`src/rtl/serial_irq_pkg.sv`:
```
package serial_irq_pkg;
  localparam int CODE_W = 4;
  localparam int IEN_W  = 4;

  localparam logic [CODE_W-1:0] CODE_NONE  = 4'b0001;
  localparam logic [CODE_W-1:0] CODE_LINE  = 4'b0110;
  localparam logic [CODE_W-1:0] CODE_RXD   = 4'b0100;
  localparam logic [CODE_W-1:0] CODE_TMO   = 4'b1100;
  localparam logic [CODE_W-1:0] CODE_THRE  = 4'b0010;
  localparam logic [CODE_W-1:0] CODE_MODEM = 4'b0000;

  // bit positions inside the enable vector
  localparam int EN_RX    = 0;
  localparam int EN_THRE  = 1;
  localparam int EN_LINE  = 2;
  localparam int EN_MODEM = 3;

  typedef struct packed {
    logic line;
    logic rxd;
    logic tmo;
    logic thre;
    logic modem;
  } src_flags_t;
endpackage

```
`src/rtl/serial_irq_lvl_reg.sv`:
```
module serial_irq_lvl_reg #(
  parameter int W = 5
) (
  input  logic         clk,
  input  logic         rst_n,
  input  logic [W-1:0] d_i,
  output logic [W-1:0] q_o
);
  for (genvar g = 0; g < W; g++) begin : g_bit
    always_ff @(posedge clk) begin
      if (!rst_n) q_o[g] <= 1'b0;
      else        q_o[g] <= d_i[g];
    end
  end
endmodule

```
`src/rtl/serial_irq_thre_track.sv`:
```
module serial_irq_thre_track (
  input  logic clk,
  input  logic rst_n,
  input  logic set_i,
  input  logic clr_i,
  output logic pend_o
);
  always_ff @(posedge clk) begin
    if (!rst_n)     pend_o <= 1'b0;
    else if (set_i) pend_o <= 1'b1;   // a fresh event outranks an acknowledge
    else if (clr_i) pend_o <= 1'b0;
  end
endmodule

```
`src/rtl/serial_irq_prio.sv`:
```
module serial_irq_prio
  import serial_irq_pkg::*;
(
  input  src_flags_t        flags_i,
  input  logic [IEN_W-1:0]  ien_i,
  input  logic              fifo_i,
  output logic [CODE_W-1:0] code_o,
  output logic              irq_o
);
  logic act_line, act_rxd, act_tmo, act_thre, act_modem;

  always_comb begin
    act_line  = flags_i.line  & ien_i[EN_LINE];
    act_rxd   = flags_i.rxd   & ien_i[EN_RX];
    act_tmo   = flags_i.tmo   & ien_i[EN_RX] & fifo_i;
    act_thre  = flags_i.thre  & ien_i[EN_THRE];
    act_modem = flags_i.modem & ien_i[EN_MODEM];

    irq_o = act_line | act_rxd | act_tmo | act_thre | act_modem;

    if (act_line)       code_o = CODE_LINE;
    else if (act_rxd)   code_o = CODE_RXD;
    else if (act_tmo)   code_o = CODE_TMO;
    else if (act_thre)  code_o = CODE_THRE;
    else if (act_modem) code_o = CODE_MODEM;
    else                code_o = CODE_NONE;
  end
endmodule

```
`src/rtl/serial_irq_ident.sv`:
```
module serial_irq_ident
  import serial_irq_pkg::*;
(
  input  logic             clk,
  input  logic             rst_n,
  input  logic [IEN_W-1:0] ien_i,
  input  logic             fifo_en_i,
  input  logic             line_err_i,
  input  logic             rx_avail_i,
  input  logic             char_tmo_i,
  input  logic             thr_empty_evt_i,
  input  logic             modem_chg_i,
  input  logic             id_rd_i,
  input  logic             thr_wr_i,
  output logic             irq_o,
  output logic [7:0]       iid_o
);
  localparam int LVL_W = 5;

  logic [LVL_W-1:0]  lvl_q;
  logic              thre_pend;
  logic              thre_clr;
  logic [CODE_W-1:0] code;
  src_flags_t        flags;

  serial_irq_lvl_reg #(.W(LVL_W)) u_lvl (
    .clk   (clk),
    .rst_n (rst_n),
    .d_i   ({fifo_en_i, line_err_i, rx_avail_i, char_tmo_i, modem_chg_i}),
    .q_o   (lvl_q)
  );

  always_comb begin
    flags.line  = lvl_q[3];
    flags.rxd   = lvl_q[2];
    flags.tmo   = lvl_q[1];
    flags.modem = lvl_q[0];
    flags.thre  = thre_pend;
  end

  assign thre_clr = thr_wr_i | (id_rd_i & (code == CODE_THRE));

  serial_irq_thre_track u_thre (
    .clk    (clk),
    .rst_n  (rst_n),
    .set_i  (thr_empty_evt_i),
    .clr_i  (thre_clr),
    .pend_o (thre_pend)
  );

  serial_irq_prio u_prio (
    .flags_i (flags),
    .ien_i   (ien_i),
    .fifo_i  (lvl_q[4]),
    .code_o  (code),
    .irq_o   (irq_o)
  );

  assign iid_o = {{2{lvl_q[4]}}, 2'b00, code};
endmodule

```
`config.mk`:
```
export PLATFORM = sky130hd
export DESIGN_NAME = serial_irq_ident
export DESIGN_NICKNAME = d
export VERILOG_FILES = /design/src/rtl/serial_irq_pkg.sv /design/src/rtl/serial_irq_lvl_reg.sv /design/src/rtl/serial_irq_thre_track.sv /design/src/rtl/serial_irq_prio.sv /design/src/rtl/serial_irq_ident.sv
export SDC_FILE = /design/constraint.sdc
export NUM_CORES = 1
export LEC_CHECK = 0
export BUFFER_PORTS_ARGS = -buffer_cell sky130_fd_sc_hd__buf_2
export CAP_MARGIN = 5
export CORE_AREA = 8 8 45 47
export DETAILED_ROUTE_END_ITERATION = 8
export DIE_AREA = 0 0 53 55
export GPL_ROUTABILITY_DRIVEN = 0
export GPL_TIMING_DRIVEN = 0
export MAX_ROUTING_LAYER = met4
export PLACE_DENSITY = 0.59
export RECOVER_POWER = 50
export SETUP_SLACK_MARGIN = 0.02
export SYNTH_ARGS = -nofsm -noshare
export SYNTH_HDL_FRONTEND = slang
export SYNTH_SLANG_ARGS = --single-unit
```
`constraint.sdc`:
```
create_clock -name clk -period 3.33 [get_ports clk]
set_clock_uncertainty 0.2 [all_clocks]
set_input_delay 0.333 -clock clk [delete_from_list [all_inputs] [get_ports clk]]
set_output_delay 0.333 -clock clk [all_outputs]
set_load 0.01 [all_outputs]
```
# ---- Yosys cells after proc, flatten, opt, wreduce, memory -nomap -nowiden
# Index checks and enable logic that the tools add are counted.
dict set report op_classes {
  bitwise 12
  reduce_logical 1
  muxes 7
  n_eq_ne 1
}
# op n
set ops {}
lappend ops {{$mux W4} 4}
lappend ops {{$and A1 B1 Y1} 7}
lappend ops {{$or A1 B1 Y1} 5}
lappend ops {{$eq A4 B2 Y1 const B} 1}
lappend ops {{$mux W1} 3}
lappend ops {{$reduce_bool A2 Y1} 1}
dict set report word_totals {
  ff_bits 6
  wordCells 27
  out_inout_bits 9
  input_bits 14
}

# ---- Longest topological paths before layout
dict set report logic_depth {
  word_depth 11
  ltp_mapped 3
  depth_no_buf 3
}

# ---- By module
# Synthesis repeated with hierarchy kept, for this count alone.
dict set report unflattened {
  hier_cells 32
  area_unflattened_um2 299.0
}
# module cells_each instances seq_area_each_um2 area_each_um2
set modules_own_cells {}
lappend modules_own_cells {serial_irq_lvl_reg 10 1 100.1 131.4}
lappend modules_own_cells {serial_irq_prio 12 1 0.0 76.3}
lappend modules_own_cells {serial_irq_ident 7 1 0.0 50.0}
lappend modules_own_cells {serial_irq_thre_track 3 1 20.0 41.3}

# ---- Worst setup path after synthesis
# Ideal clock, no wire load.
dict set report synth_timing {
  path_kind {register -> output}
  start {register u_lvl.q_o[4]}
  end {output iid_o[0]}
  path_slack_ns 1.869
  arrival_ns 0.928
  stages_incl_launch_ff 4
  t_required_ns 2.797
  n_path_buf 0
  path_cell_list {dfxtp_1 > a21oi_2 > o21ai_2 > a221oi_1}
}
dict set report synth_between {
  elab_chain_len 4
}
# item line_no
set synth_rtl {}
lappend synth_rtl {{start: declaration} serial_irq_lvl_reg.sv:7} ;# output logic [W-1:0] q_o
lappend synth_rtl {{start signal: indexed assignment} serial_irq_lvl_reg.sv:12} ;# else q_o[g] <= d_i[g];
lappend synth_rtl {{$and A1 B1 Y1} serial_irq_prio.sv:15} ;# act_tmo = flags_i.tmo & ien_i[EN_RX] & fifo_i;
lappend synth_rtl {{$mux W4} serial_irq_prio.sv:23} ;# else if (act_tmo) code_o = CODE_TMO;
lappend synth_rtl {{$mux W4} serial_irq_prio.sv:22} ;# else if (act_rxd) code_o = CODE_RXD;
lappend synth_rtl {{$mux W4} serial_irq_prio.sv:21} ;# if (act_line) code_o = CODE_LINE;
lappend synth_rtl {{end: declaration} serial_irq_ident.sv:16} ;# output logic [7:0] iid_o
# No other way between the ends.

# ---- Final worst setup path
dict set report layout_timing {
  start {register u_lvl.q_o[4]}
  end {output irq_o}
}
dict set report layout_between {
  elab_chain_len 4
}
# item line_no
set layout_rtl {}
lappend layout_rtl {{$and A1 B1 Y1} serial_irq_prio.sv:15}
lappend layout_rtl {{$or A1 B1 Y1 (3 in series)} serial_irq_prio.sv:19} ;# irq_o = act_line | act_rxd | act_tmo | act_thre | act_modem;
lappend layout_rtl {{end: declaration} serial_irq_ident.sv:15} ;# output logic irq_o,
# No other way between the ends.

==> results.md <==
* RSZ-0062 raised after global routing: false
* Syn. warnings at 0
* Synth area leader: dfxtp_1
* Final Power at 176 uW
* Clock period minus final worst setup slack at 1790 ps
* Pwr dens at 418 nW/um2
* CP endpoint kind: primary output
* Adder-Cell Fraction of Synth Area at 0%
* Core area at 1380 um2
* Hold path endpoint: u_lvl.q_o[4]
* Post-CTS sizing at 0
* Mapped Area at 279 um2
* Synth Area in Compound Gates at 19.7%
* Clock Sinks at 6
* Post-synth top cells: 6 x dfxtp_1, 5 x and2_1, 4 x buf_4
* Final worst path period share at 53.8%
* Crit Path Class: flop to primary output
* Seq/Total Area, Yosys at 43.0%
* Count leader, synth: dfxtp_1
* Slew Viols, Final at 0
* Layout cells sized above 1 at 54.7%
* CP Max Fanout at 4
* Outcome: completed
* Worst r2r dst: u_thre.pend_o
* FF-to-FF setup slack at 2120 ps
* Xor/xnor share of the synthesized area at 0%
* Synth top area share at 43.0%
* Antenna-violating nets left at 0
* Reg2reg start: u_lvl.q_o[4]
* Net count, final at 69
* Static Leak at 0.000215 uW
* Io pins at 23
* Worst setup SP type: flop
* GR Util All Layers at 4.96%
* # rows at 14
* Drc violations at 0
* Post-CTS Repair Setup Buffers at 0
* Initial Util at 20.2%
* Hold Crit Start: fifo_en_i
* Die width at 53 um
* Mapped Cells at 29
* TNS Setup at 0 ps
* Count of input and output buffers at 20
* #FFs+latches synth at 6
* Grt ovf at 0
* Hold WC Path Type: input pin to flop
* Vias in the first global route at 270
* First-pass GRT wire length at 993 um
* Die Height at 55 um
* Synth-to-Final Area Change at 50.7%
* EDFF count, synth at 0
* H-tree levels at 1
* Pin count of the biggest net entering global routing at 7
* Crit path DAT at 1260 ps
* Ant. Diodes at 0
* Clock-pin slew on the worst setup and hold paths at 40 ps
* Post-DP Area at 403 um2
* Full die area at 2920 um2
* DRT iter0 DRCs at 3
* R2R depth at 3
* Main combinational cell family by area after synthesis: simple AND/OR/NAND/NOR gates
* Num CTS Buffers at 3
* Final instance area at 420 um2
* Root buffer cell: clkbuf_4
* Final Hold Vio Count at 0
* CP required at 2800 ps
* MaxCap Viol Count at 0
* Hold Crit Depth at 2
* Fmax at 558 MHz
* CTS tree: built
* Clk_lat worst skew at 240 ps
* Initial DRT Pass Iterations at 2
* Avg Inst Size Synth at 9.62 um2
* Top cells by area, synth: dfxtp_1 43%, and2_1 11%, buf_4 11%, o221a_1 4.0%, a221o_1 3.6%
* Ys async rst share at 0%
* Wire per inst at 10.2 um
* Drt total wl at 704 um
* Prevailing post-synth register cell: dfxtp_1
* Final setup vio count at 0
* Vias at 267
* Post-synthesis mux area share at 0%
* Peak supply drop at 164 uV
* Clock Path Buffers at 2
* DR vias/cell at 3.87
* # hold bufs at CTS at 0
* Simple-gate share of the synthesized area at 23.8%
* Yosys cell types at 17
* Antenna violations before repair at 0
-- cell usage in the layout (no fill, tap or decap) --
cell type,Yosys,layout
dfxtp_1,6,6
o21ai_2,1,1
buf_4,4,4
clkbuf_4,0,3
inv_2,1,1
a221oi_1,1,1
nand2_1,1,1
clkbuf_1,0,1
a21oi_1,0,1
nand2_2,1,1
a221o_1,1,1
nor2b_1,1,1
o211ai_1,1,1
nor3_1,1,1
conb_1,1,2
buf_2,0,19
o221a_1,1,1
nand3_1,1,1
and2_1,5,5
nand4b_1,1,1
-- flip-flops by register name (all words and copies together) (netlist names) --
signal	flops
u_lvl.q_o	5
u_thre.pend_o	1
-- stage by stage --
stage          instances  utilization, %  worst slack (ps)  hold slack (ps)
4_1_cts               69            30.7              1560             86.4
5_1_grt               69            30.4              1440             86.9
3_3_place_gp          66            29.1              1820              338
6_report              69            30.4              1540             96.2
3_5_place_dp          66            29.1              1820              338
2_1_floorplan         30               -              1870              255
-- critical path, cell delays in order (launching register included) --
cell	delay (ps)
dfxtp_1	330
a21oi_1	200
o21ai_2	100
a221o_1	250
buf_2	140
-- final cells by class --
type | count | area (um2)
Sequential cell | 6 | 120
Clock buffer | 3 | 22.5
Multi-Input combinational cell | 19 | 125
Buffer | 4 | 30.0
Tap cell | 16 | 20.0
Timing Repair Buffer | 20 | 98.8
Inverter | 1 | 3.75
Fill cell | 156 | 963
-- layer usage --
layer  track usage, %  vias to the layer above  part of all wire [%]
met3             3.74                        0                    17
met2             6.64                       15                    43
met1             4.72                      107                    40
met4             3.88                        0                     0
li1                 -                      145                     -
met5                -                        -                     0
-- kinds of logic (layout without fill, tap and decap cells) --
group	count (synthesis)	in the layout
buf+inv	5	28
compound gates	6	6
flops	6	6
simple gates	11	11
other cells	1	2
-- worst max path at each step --
| stage | slack, ps | start | to |
|---|---|---|---|
| 3_5_place_dp | 1820 | ien_i[2] | irq_o |
| 6_report | 1540 | u_lvl.q_o[4] | irq_o |
| 4_1_cts | 1560 | u_lvl.q_o[4] | irq_o |
| 3_3_place_gp | 1820 | ien_i[2] | irq_o |
| 2_1_floorplan | 1870 | u_lvl.q_o[4] | iid_o[0] |
| 5_1_grt | 1440 | u_lvl.q_o[4] | iid_o[0] |
-- power by group --
| part | internal (uW) | total [uW] | switching [uW] |
|---|---|---|---|
| clock | 40.6 | 64.3 | 23.7 |
| sequential | 76.3 | 79.1 | 2.83 |
| combinational | 18.0 | 32.3 | 14.3 |
| total | 135 | 176 | 40.8 |
No activity file was read; power rests on OpenSTA's default activity.
